`config.mk`:
```
export PLATFORM = sky130hd
export DESIGN_NAME = vecscale_acc
export DESIGN_NICKNAME = d
export VERILOG_FILES = /design/src/rtl/vecscale_pkg.sv /design/src/rtl/vecscale_regs.sv /design/src/rtl/vecscale_lanes.sv /design/src/rtl/vecscale_ctrl.sv /design/src/rtl/vecscale_acc.sv
export SDC_FILE = /design/constraint.sdc
export NUM_CORES = 2
export LEC_CHECK = 0
export BUFFER_PORTS_ARGS = -buffer_cell sky130_fd_sc_hd__buf_4
export CORE_ASPECT_RATIO = 2
export CORE_MARGIN = 10
export CORE_UTILIZATION = 55
export DETAILED_ROUTE_END_ITERATION = 7
export PLACE_DENSITY = 0.73
export SETUP_SLACK_MARGIN = 0.3
export SLEW_MARGIN = 40
export SYNTH_ARGS = -nofsm -noshare
export SYNTH_HDL_FRONTEND = slang
export SYNTH_HIERARCHICAL = 1
export SYNTH_SLANG_ARGS = --single-unit
```
`constraint.sdc`:
```
create_clock -name clk -period 3.35 [get_ports clk]
set_clock_uncertainty 0.1 [all_clocks]
set_input_delay 0.1675 -clock clk [delete_from_list [all_inputs] [get_ports clk]]
set_output_delay 0.1675 -clock clk [all_outputs]
set_load 0.005 [all_outputs]
```
`src/rtl/vecscale_pkg.sv`:
```
package vecscale_pkg;

  typedef enum logic [2:0] {
    ST_IDLE,
    ST_ARM,
    ST_LOAD,
    ST_DRAIN,
    ST_CALC,
    ST_STORE,
    ST_FIN,
    ST_DONE
  } seq_state_t;

  localparam logic [7:0] STAT_IDLE = 8'h00;
  localparam logic [7:0] STAT_GO   = 8'h01;
  localparam logic [7:0] STAT_BUSY = 8'h04;

endpackage

```
`src/rtl/vecscale_regs.sv`:
```
module vecscale_regs #(
  parameter int RAW = 5,
  parameter int AW  = 12
) (
  input  logic           clk,
  input  logic           rst,
  input  logic           wr,
  input  logic [RAW-1:0] addr,
  input  logic [7:0]     wdata,
  input  logic [7:0]     status,
  input  logic           args_open,
  output logic           stat_wr,
  output logic [7:0]     stat_wdata,
  output logic [7:0]     rdata,
  output logic [AW-1:0]  base_a,
  output logic [AW-1:0]  base_b,
  output logic [AW-1:0]  base_y
);

  localparam int NARGS     = 3;
  localparam int ARG_BYTES = 8;
  localparam int ARG_BASE  = 1;

  logic [ARG_BYTES*8-1:0] args_q [NARGS];
  logic [7:0]             rd_byte;

  assign stat_wr    = wr && (addr == '0);
  assign stat_wdata = wdata;
  assign base_a     = args_q[0][AW-1:0];
  assign base_b     = args_q[1][AW-1:0];
  assign base_y     = args_q[2][AW-1:0];

  always_ff @(posedge clk) begin
    if (rst) begin
      for (int k = 0; k < NARGS; k++) args_q[k] <= '0;
    end else if (wr && args_open) begin
      for (int k = 0; k < NARGS; k++)
        for (int j = 0; j < ARG_BYTES; j++)
          if (addr == RAW'(ARG_BASE + ARG_BYTES*k + j))
            args_q[k][8*j +: 8] <= wdata;
    end
  end

  always_comb begin
    rd_byte = 8'h00;
    if (addr == '0) rd_byte = status;
    for (int k = 0; k < NARGS; k++)
      for (int j = 0; j < ARG_BYTES; j++)
        if (addr == RAW'(ARG_BASE + ARG_BYTES*k + j))
          rd_byte = args_q[k][8*j +: 8];
  end

  always_ff @(posedge clk) begin
    if (rst) rdata <= 8'h00;
    else     rdata <= rd_byte;
  end


  args_frozen_chk: assert property (@(posedge clk) disable iff (rst)
    !args_open |=> $stable({args_q[0], args_q[1], args_q[2]}));

endmodule

```
`src/rtl/vecscale_lanes.sv`:
```
module vecscale_lanes #(
  parameter int DW    = 32,
  parameter int LANES = 8,
  parameter int PORTS = 2
) (
  input  logic                clk,
  input  logic                rst,
  input  logic                cap_en,
  input  logic [((LANES/PORTS) > 1 ? $clog2(LANES/PORTS) : 1)-1:0] cap_slot,
  input  logic [PORTS*DW-1:0] rd_a,
  input  logic [PORTS*DW-1:0] rd_b,
  input  logic                calc_en,
  input  logic                st_en,
  input  logic [((LANES/PORTS) > 1 ? $clog2(LANES/PORTS) : 1)-1:0] st_slot,
  output logic [PORTS*DW-1:0] wr_data
);

  localparam int STEPS = LANES / PORTS;
  localparam int SW    = (STEPS > 1) ? $clog2(STEPS) : 1;

  logic [LANES*DW-1:0] res_flat;

  for (genvar g = 0; g < LANES; g++) begin : g_lane
    localparam int SLOT = g / PORTS;
    localparam int PIDX = g % PORTS;
    logic [DW-1:0] a_q, b_q, r_q;

    always_ff @(posedge clk) begin
      if (rst) begin
        a_q <= '0;
        b_q <= '0;
        r_q <= '0;
      end else begin
        if (cap_en && cap_slot == SW'(SLOT)) begin
          a_q <= rd_a[PIDX*DW +: DW];
          b_q <= rd_b[PIDX*DW +: DW];
        end
        if (calc_en) r_q <= (a_q + b_q) << 2;
      end
    end

    assign res_flat[g*DW +: DW] = r_q;
  end

  always_ff @(posedge clk) begin
    if (rst) begin
      wr_data <= '0;
    end else if (st_en) begin
      for (int p = 0; p < PORTS; p++)
        wr_data[p*DW +: DW] <= res_flat[(int'(st_slot)*PORTS + p)*DW +: DW];
    end
  end


  cap_calc_excl_chk: assert property (@(posedge clk) disable iff (rst)
    !(cap_en && st_en));

endmodule

```
`src/rtl/vecscale_ctrl.sv`:
```
module vecscale_ctrl
  import vecscale_pkg::*;
#(
  parameter int DW    = 32,
  parameter int N     = 16,
  parameter int LANES = 8,
  parameter int PORTS = 2,
  parameter int AW    = 12
) (
  input  logic                clk,
  input  logic                rst,
  input  logic                stat_wr,
  input  logic [7:0]          stat_wdata,
  input  logic [AW-1:0]       base_a,
  input  logic [AW-1:0]       base_b,
  input  logic [AW-1:0]       base_y,
  output logic [7:0]          status,
  output logic                args_open,
  output logic                irq,
  output logic                rd_en,
  output logic [PORTS*AW-1:0] rd_addr_a,
  output logic [PORTS*AW-1:0] rd_addr_b,
  output logic                cap_en,
  output logic [((LANES/PORTS) > 1 ? $clog2(LANES/PORTS) : 1)-1:0] cap_slot,
  output logic                calc_en,
  output logic                st_en,
  output logic [((LANES/PORTS) > 1 ? $clog2(LANES/PORTS) : 1)-1:0] st_slot,
  output logic                wr_en,
  output logic [PORTS*AW-1:0] wr_addr
);

  localparam int STEPS   = LANES / PORTS;
  localparam int BATCHES = N / LANES;
  localparam int SW      = (STEPS > 1) ? $clog2(STEPS) : 1;
  localparam int BW      = (BATCHES > 1) ? $clog2(BATCHES) : 1;
  localparam int EB      = DW / 8;

  seq_state_t    state_q;
  logic [SW-1:0] step_q, slot_o_q, slot_d_q;
  logic [BW-1:0] batch_q;
  logic          rd_vld_q;

  always_comb begin
    case (state_q)
      ST_IDLE: status = STAT_IDLE;
      ST_ARM:  status = STAT_GO;
      default: status = STAT_BUSY;
    endcase
  end

  assign args_open = (state_q == ST_IDLE);
  assign cap_en    = rd_vld_q;
  assign cap_slot  = slot_d_q;
  assign calc_en   = (state_q == ST_CALC);
  assign st_en     = (state_q == ST_STORE);
  assign st_slot   = step_q;

  always_ff @(posedge clk) begin
    if (rst) begin
      state_q   <= ST_IDLE;
      step_q    <= '0;
      batch_q   <= '0;
      slot_o_q  <= '0;
      slot_d_q  <= '0;
      rd_vld_q  <= 1'b0;
      rd_en     <= 1'b0;
      wr_en     <= 1'b0;
      irq       <= 1'b0;
      rd_addr_a <= '0;
      rd_addr_b <= '0;
      wr_addr   <= '0;
    end else begin
      rd_en    <= 1'b0;
      wr_en    <= 1'b0;
      rd_vld_q <= rd_en;
      slot_d_q <= slot_o_q;
      case (state_q)
        ST_IDLE: if (stat_wr && stat_wdata == STAT_GO) state_q <= ST_ARM;
        ST_ARM: begin
          state_q <= ST_LOAD;
          step_q  <= '0;
          batch_q <= '0;
        end
        ST_LOAD: begin
          rd_en    <= 1'b1;
          slot_o_q <= step_q;
          for (int p = 0; p < PORTS; p++) begin
            rd_addr_a[p*AW +: AW] <= base_a +
              AW'((int'(batch_q)*LANES + int'(step_q)*PORTS + p) * EB);
            rd_addr_b[p*AW +: AW] <= base_b +
              AW'((int'(batch_q)*LANES + int'(step_q)*PORTS + p) * EB);
          end
          if (step_q == SW'(STEPS-1)) begin
            step_q  <= '0;
            state_q <= ST_DRAIN;
          end else begin
            step_q <= step_q + 1'b1;
          end
        end
        ST_DRAIN: if (rd_vld_q && slot_d_q == SW'(STEPS-1)) state_q <= ST_CALC;
        ST_CALC:  state_q <= ST_STORE;
        ST_STORE: begin
          wr_en <= 1'b1;
          for (int p = 0; p < PORTS; p++)
            wr_addr[p*AW +: AW] <= base_y +
              AW'((int'(batch_q)*LANES + int'(step_q)*PORTS + p) * EB);
          if (step_q == SW'(STEPS-1)) begin
            step_q <= '0;
            if (batch_q == BW'(BATCHES-1)) begin
              state_q <= ST_FIN;
            end else begin
              batch_q <= batch_q + 1'b1;
              state_q <= ST_LOAD;
            end
          end else begin
            step_q <= step_q + 1'b1;
          end
        end
        ST_FIN: begin
          irq     <= 1'b1;
          state_q <= ST_DONE;
        end
        ST_DONE: if (stat_wr && stat_wdata == STAT_IDLE) begin
          irq     <= 1'b0;
          state_q <= ST_IDLE;
        end
        default: state_q <= ST_IDLE;
      endcase
    end
  end


  arm_to_busy_chk: assert property (@(posedge clk) disable iff (rst)
    (status == STAT_GO) |=> (status == STAT_BUSY));


  irq_hold_chk: assert property (@(posedge clk) disable iff (rst)
    (irq && !(stat_wr && stat_wdata == STAT_IDLE)) |=> irq);


  irq_status_chk: assert property (@(posedge clk) disable iff (rst)
    irq |-> (status == STAT_BUSY));


  port_excl_chk: assert property (@(posedge clk) disable iff (rst)
    !(rd_en && wr_en));


  busy_ignore_chk: assert property (@(posedge clk) disable iff (rst)
    (status == STAT_BUSY && !irq) |=> (status == STAT_BUSY));

endmodule

```
`src/rtl/vecscale_acc.sv`:
```
module vecscale_acc #(
  parameter int DW    = 32,
  parameter int N     = 16,
  parameter int LANES = 8,
  parameter int PORTS = 2,
  parameter int AW    = 12,
  parameter int RAW   = 5
) (
  input  logic                clk,
  input  logic                rst,
  input  logic                reg_wr,
  input  logic [RAW-1:0]      reg_addr,
  input  logic [7:0]          reg_wdata,
  output logic [7:0]          reg_rdata,
  output logic                irq,
  output logic                mem_rd_en,
  output logic [PORTS*AW-1:0] a_rd_addr,
  output logic [PORTS*AW-1:0] b_rd_addr,
  input  logic [PORTS*DW-1:0] a_rd_data,
  input  logic [PORTS*DW-1:0] b_rd_data,
  output logic                y_wr_en,
  output logic [PORTS*AW-1:0] y_wr_addr,
  output logic [PORTS*DW-1:0] y_wr_data
);

  localparam int STEPS = LANES / PORTS;
  localparam int SW    = (STEPS > 1) ? $clog2(STEPS) : 1;

  logic          stat_wr, args_open, cap_en, calc_en, st_en;
  logic [7:0]    stat_wdata, status;
  logic [AW-1:0] base_a, base_b, base_y;
  logic [SW-1:0] cap_slot, st_slot;

  vecscale_regs #(.RAW(RAW), .AW(AW)) u_regs (
    .clk(clk), .rst(rst), .wr(reg_wr), .addr(reg_addr), .wdata(reg_wdata),
    .status(status), .args_open(args_open), .stat_wr(stat_wr),
    .stat_wdata(stat_wdata), .rdata(reg_rdata),
    .base_a(base_a), .base_b(base_b), .base_y(base_y)
  );

  vecscale_ctrl #(.DW(DW), .N(N), .LANES(LANES), .PORTS(PORTS), .AW(AW)) u_ctrl (
    .clk(clk), .rst(rst), .stat_wr(stat_wr), .stat_wdata(stat_wdata),
    .base_a(base_a), .base_b(base_b), .base_y(base_y),
    .status(status), .args_open(args_open), .irq(irq),
    .rd_en(mem_rd_en), .rd_addr_a(a_rd_addr), .rd_addr_b(b_rd_addr),
    .cap_en(cap_en), .cap_slot(cap_slot), .calc_en(calc_en),
    .st_en(st_en), .st_slot(st_slot), .wr_en(y_wr_en), .wr_addr(y_wr_addr)
  );

  vecscale_lanes #(.DW(DW), .LANES(LANES), .PORTS(PORTS)) u_lanes (
    .clk(clk), .rst(rst), .cap_en(cap_en), .cap_slot(cap_slot),
    .rd_a(a_rd_data), .rd_b(b_rd_data), .calc_en(calc_en),
    .st_en(st_en), .st_slot(st_slot), .wr_data(y_wr_data)
  );

endmodule

```
==> flow_summary_export.csv <==
group,metric,value,unit
final_layout,layout-drive-gt1-share,0.161,
drt,routed_via_density,6.01,
final_layout,regArea,0.0232,mm^2
run_status,violations,"design-rule violations",
clock_tree,cts_max_level,3,
worst_setup_path,slowest_stage,"dfxtp_2",
timing,slew_headroom,0.390,
worst_setup_path,timing.rr.end,"u_lanes/g_lane[2].r_q[30]$_SDFFE_PP0P_",
power,p_leak,23.9,nW
clock_tree,cts_tree,"built",
die,rows,159,
final_layout,n_fill_cell,7637,
timing,post-route-period-util,0.963,
timing,fmax,0.310,GHz
clock_tree,clock_latency,720,ps
yosys,synth_async_sr_flop_share,0,
final_layout,nets,6653,
yosys,yosys.cell_types.count,105,
power,pwr-share-clk,0.401,
hold_path,min_path_type,"in2reg",
yosys,ys.warnings.count,6,
power,p_int,0.0207,W
final_layout,multiInputGateArea,0.0279,mm^2
power,power.density,450,mW/mm^2
run_status,outcome,"complete, but fails checks",
power,max-vdd-ir-drop,0.619,mV
die,die_y,455,um
die,start_util,0.554,
hold_path,min_from,"reg_wr",
yosys,ys_ff_latch,1060,
drt,vias,45370,
run,maxCapViolations,0,
place,gp_congestion,0.975,
worst_setup_path,cpMostUsedCell,"buf_4",
power,power_switching_share,0.255,
clock_tree,cts.path.max_buffers,3,
clock_tree,cts_root_buf,"clkbuf_16",
worst_setup_path,crit_fanout,2,
timing,tightest_slew,907,ps
place,portBuffers,278,
timing,final-hold-violation-count,0,
worst_setup_path,cp-start-kind,"flop",
timing,min_period,3220,ps
hold_path,min_path_cells,5,
worst_setup_path,rrSetupSlack,130,ps
place,place_ws,-115,ps
clock_tree,cts_sinks,1060,
drt,route.final.wire_length,171000,um
worst_setup_path,required,3840,ps
worst_setup_path,worstSetupPathType,"reg2reg",
worst_setup_path,reg2reg_depth,16,
global_route,antenna_found_initial,8,
clock_tree,numCtsBuffers,94,
worst_setup_path,worstReg2RegStart,"u_lanes/g_lane[2].b_q[0]$_SDFFE_PP0P_",
yosys,synth_flop_cell,"dfxtp_1",
timing,drv_slew,0,
global_route,grtUsageTotal,0.305,
timing,setup_viol,0,
global_route,overflow,0,
drt,dr.pass1.iters,8,
hold_path,hold_end,"u_regs/args_q[2][50]$_DFFE_PP_",
timing,rsz0062_at_grt,"yes",
drt,wl_per_cell,22.6,um
worst_setup_path,crit_chain,"ha_4, inv_2, fa_2, nor2b_2, o31a_1, o31ai_2, buf_4, nand3b_1, buf_6, a31oi_4, a211oi_2, buf_4, a311o_1, a311oi_2, xor2_1, o21ai_1",
die,fp.dieW,237,um
power,switchingPower,0.00710,W
worst_setup_path,critPathCaptureType,"flop",
drt,drc,3,
die,core_area,0.0939,mm^2
power,p_comb_frac,0.108,
yosys,syn_area,0.0520,mm^2
yosys,synth_edf_count,192,
clock_tree,path_clk_slew,70,ps
yosys,syn_inst,5876,
power,p_total,0.0278,W
timing,setup_slack,125,ps
die,die-area,0.108,mm^2
final_layout,area_growth,18.9,%
global_route,grt_max_degree,148,
worst_setup_path,slowest_delay,340,ps
yosys,avgSynthCellArea,8.85,um^2
worst_setup_path,cp.arrival,3710,ps
power,p_seq_frac,0.490,
global_route,grt_pass1_wl,256000,um
drt,drt-initial-drc-count,3333,
drt,antenna_left,0,
die,io_pins,291,
final_layout,final_core_util,0.659,
place,dp_hpwl,122000,um
global_route,grt_pass1_vias,45126,
yosys,ys_seq_area_frac,0.445,
==> cell type report <==
| class | instances | share of cell area |
|---|---|---|
| inverters | 80 | 0.00514 |
| diodes | 15 | 0.000607 |
| flip-flops and latches | 1060 | 0.375 |
| clock buffers | 138 | 0.0456 |
| repair buffers | 669 | 0.0938 |
| clock inverters | 38 | 0.00540 |
| well taps | 1207 | 0.0244 |
| multi-input cells | 4348 | 0.450 |
==> metrics by stage <==
| step | hold WS (ps) | cells | setup TNS (ps) | area [um^2] |
|---|---|---|---|---|
| finish | 165 | 7555 | 0 | 61900 |
| detailed placement | 338 | 7194 | -167 | 56000 |
| floorplan | 203 | 5884 | 0 | 52100 |
| global route | 161 | 7546 | 0 | 61800 |
| global placement | 328 | 7191 | -162 | 55900 |
| CTS | 114 | 7514 | 0 | 61000 |
==> registers in the layout, summed over array words and instances, names as in the netlist, 22 cells and up <==
name / cells
u_ctrl/rd_addr_a: 22
u_ctrl/rd_addr_b: 22
u_ctrl/wr_addr: 22
u_lanes/g_lane.a_q: 240
u_lanes/g_lane.b_q: 240
u_lanes/g_lane.r_q: 240
u_lanes/wr_data: 60
u_regs/args_q: 192
==> routing by layer <==
metal	vias to the layer above	global-route usage	routed length [um]
met2	1670	0.564	88900
met3	519	0.0454	9310
met4	4	0.214	12600
met5	-	0	26
met1	21892	0.308	60000
li1	21285	-	-
==> logic make-up after synthesis <==
kind of cell    Yosys count  synth area share
simple gates           2070             0.170
compound gates         1553             0.181
flops                  1060             0.445
buf+inv                 476            0.0409
fa+ha+maj               256            0.0636
xor+xnor                230            0.0387
mux                     229            0.0601
other cells               2          0.000144
==> layout by cell type (no fill, tap or decap), types with 98 or more instances in the layout <==
cell / instances
edfxtp_1: 192
clkbuf_16: 98
a21oi_1: 763
nor2_1: 396
dlygate4sd3_1: 129
ha_1: 215
a21o_1: 142
dfxtp_1: 844
buf_4: 503
mux2i_1: 158
nand2_1: 1235
o21ai_0: 113
xnor2_1: 141
==> critical path, delay by kind of cell (launching register included) <==
family                   cells  cell delay [ps]
AND/OR/NAND/NOR              2              130
flip-flops                   1              340
AO/OA/AOI/OAI                7             1420
buffers and inverters        4              540
adder cells (fa/ha/maj)      2              370
XOR/XNOR                     1              180
==> cells in the mapped netlist (all sizes together) (12+ instances only) <==
master / instances / area [um^2]
a211o: 12 / 105
a211oi: 88 / 693
a21o: 143 / 1070
a21oi: 791 / 3960
a311oi: 19 / 204
a31oi: 24 / 156
and2: 52 / 325
and3: 46 / 288
buf: 116 / 761
clkbuf: 280 / 1050
dfxtp: 868 / 17400
edfxtp: 192 / 5770
fa: 14 / 280
ha: 242 / 3030
inv: 79 / 297
mux2i: 158 / 1580
mux4: 66 / 1490
nand2: 1239 / 4650
nand2b: 36 / 225
nand3: 55 / 275
nand3b: 13 / 97.6
nand4: 28 / 181
nor2: 408 / 1590
nor2b: 63 / 394
nor3: 44 / 225
o211ai: 20 / 155
o21a: 33 / 248
o21ai: 221 / 1110
o21bai: 23 / 173
o22ai: 20 / 125
o31ai: 16 / 120
or2: 23 / 144
or3: 24 / 155
xnor2: 143 / 1250
xor2: 87 / 762
==> worst max-delay path by stage <==
stage                                             end                             startpoint  slack (ps)
6_report       u_lanes/g_lane[2].r_q[30]$_SDFFE_PP0P_  u_lanes/g_lane[2].b_q[0]$_SDFFE_PP0P_         130
3_3_place_gp   u_lanes/g_lane[2].r_q[30]$_SDFFE_PP0P_  u_lanes/g_lane[2].a_q[0]$_SDFFE_PP0P_        -160
4_1_cts        u_lanes/g_lane[2].r_q[30]$_SDFFE_PP0P_  u_lanes/g_lane[2].a_q[0]$_SDFFE_PP0P_         100
5_1_grt        u_lanes/g_lane[2].r_q[30]$_SDFFE_PP0P_  u_lanes/g_lane[2].b_q[0]$_SDFFE_PP0P_           2
3_5_place_dp   u_lanes/g_lane[2].r_q[30]$_SDFFE_PP0P_  u_lanes/g_lane[2].a_q[0]$_SDFFE_PP0P_        -120
2_1_floorplan  u_lanes/g_lane[2].r_q[30]$_SDFFE_PP0P_  u_lanes/g_lane[2].a_q[0]$_SDFFE_PP0P_         460
==> power by group through the flow <==
stage | logic, W | clock network, W | registers (W)
after floorplan | 0.00168 | 0 | 0.0138
after global placement | 0.00278 | 0 | 0.0139
after detailed placement | 0.00281 | 0 | 0.0139
after CTS | 0.00296 | 0.0113 | 0.0136
after global routing | 0.00322 | 0.0118 | 0.0137
final | 0.00301 | 0.0112 | 0.0136
==> repair_timing <==
action / CTS / global route
resized for setup: 98 / 126
pin swaps: 44 / 82
hold buffers: 129 / 0
setup endpoints to repair: 58 / 64
hold endpoints to repair: 642 / 0
setup buffers: 15 / 25
Note: power is estimated with default switching activity, not from simulation.
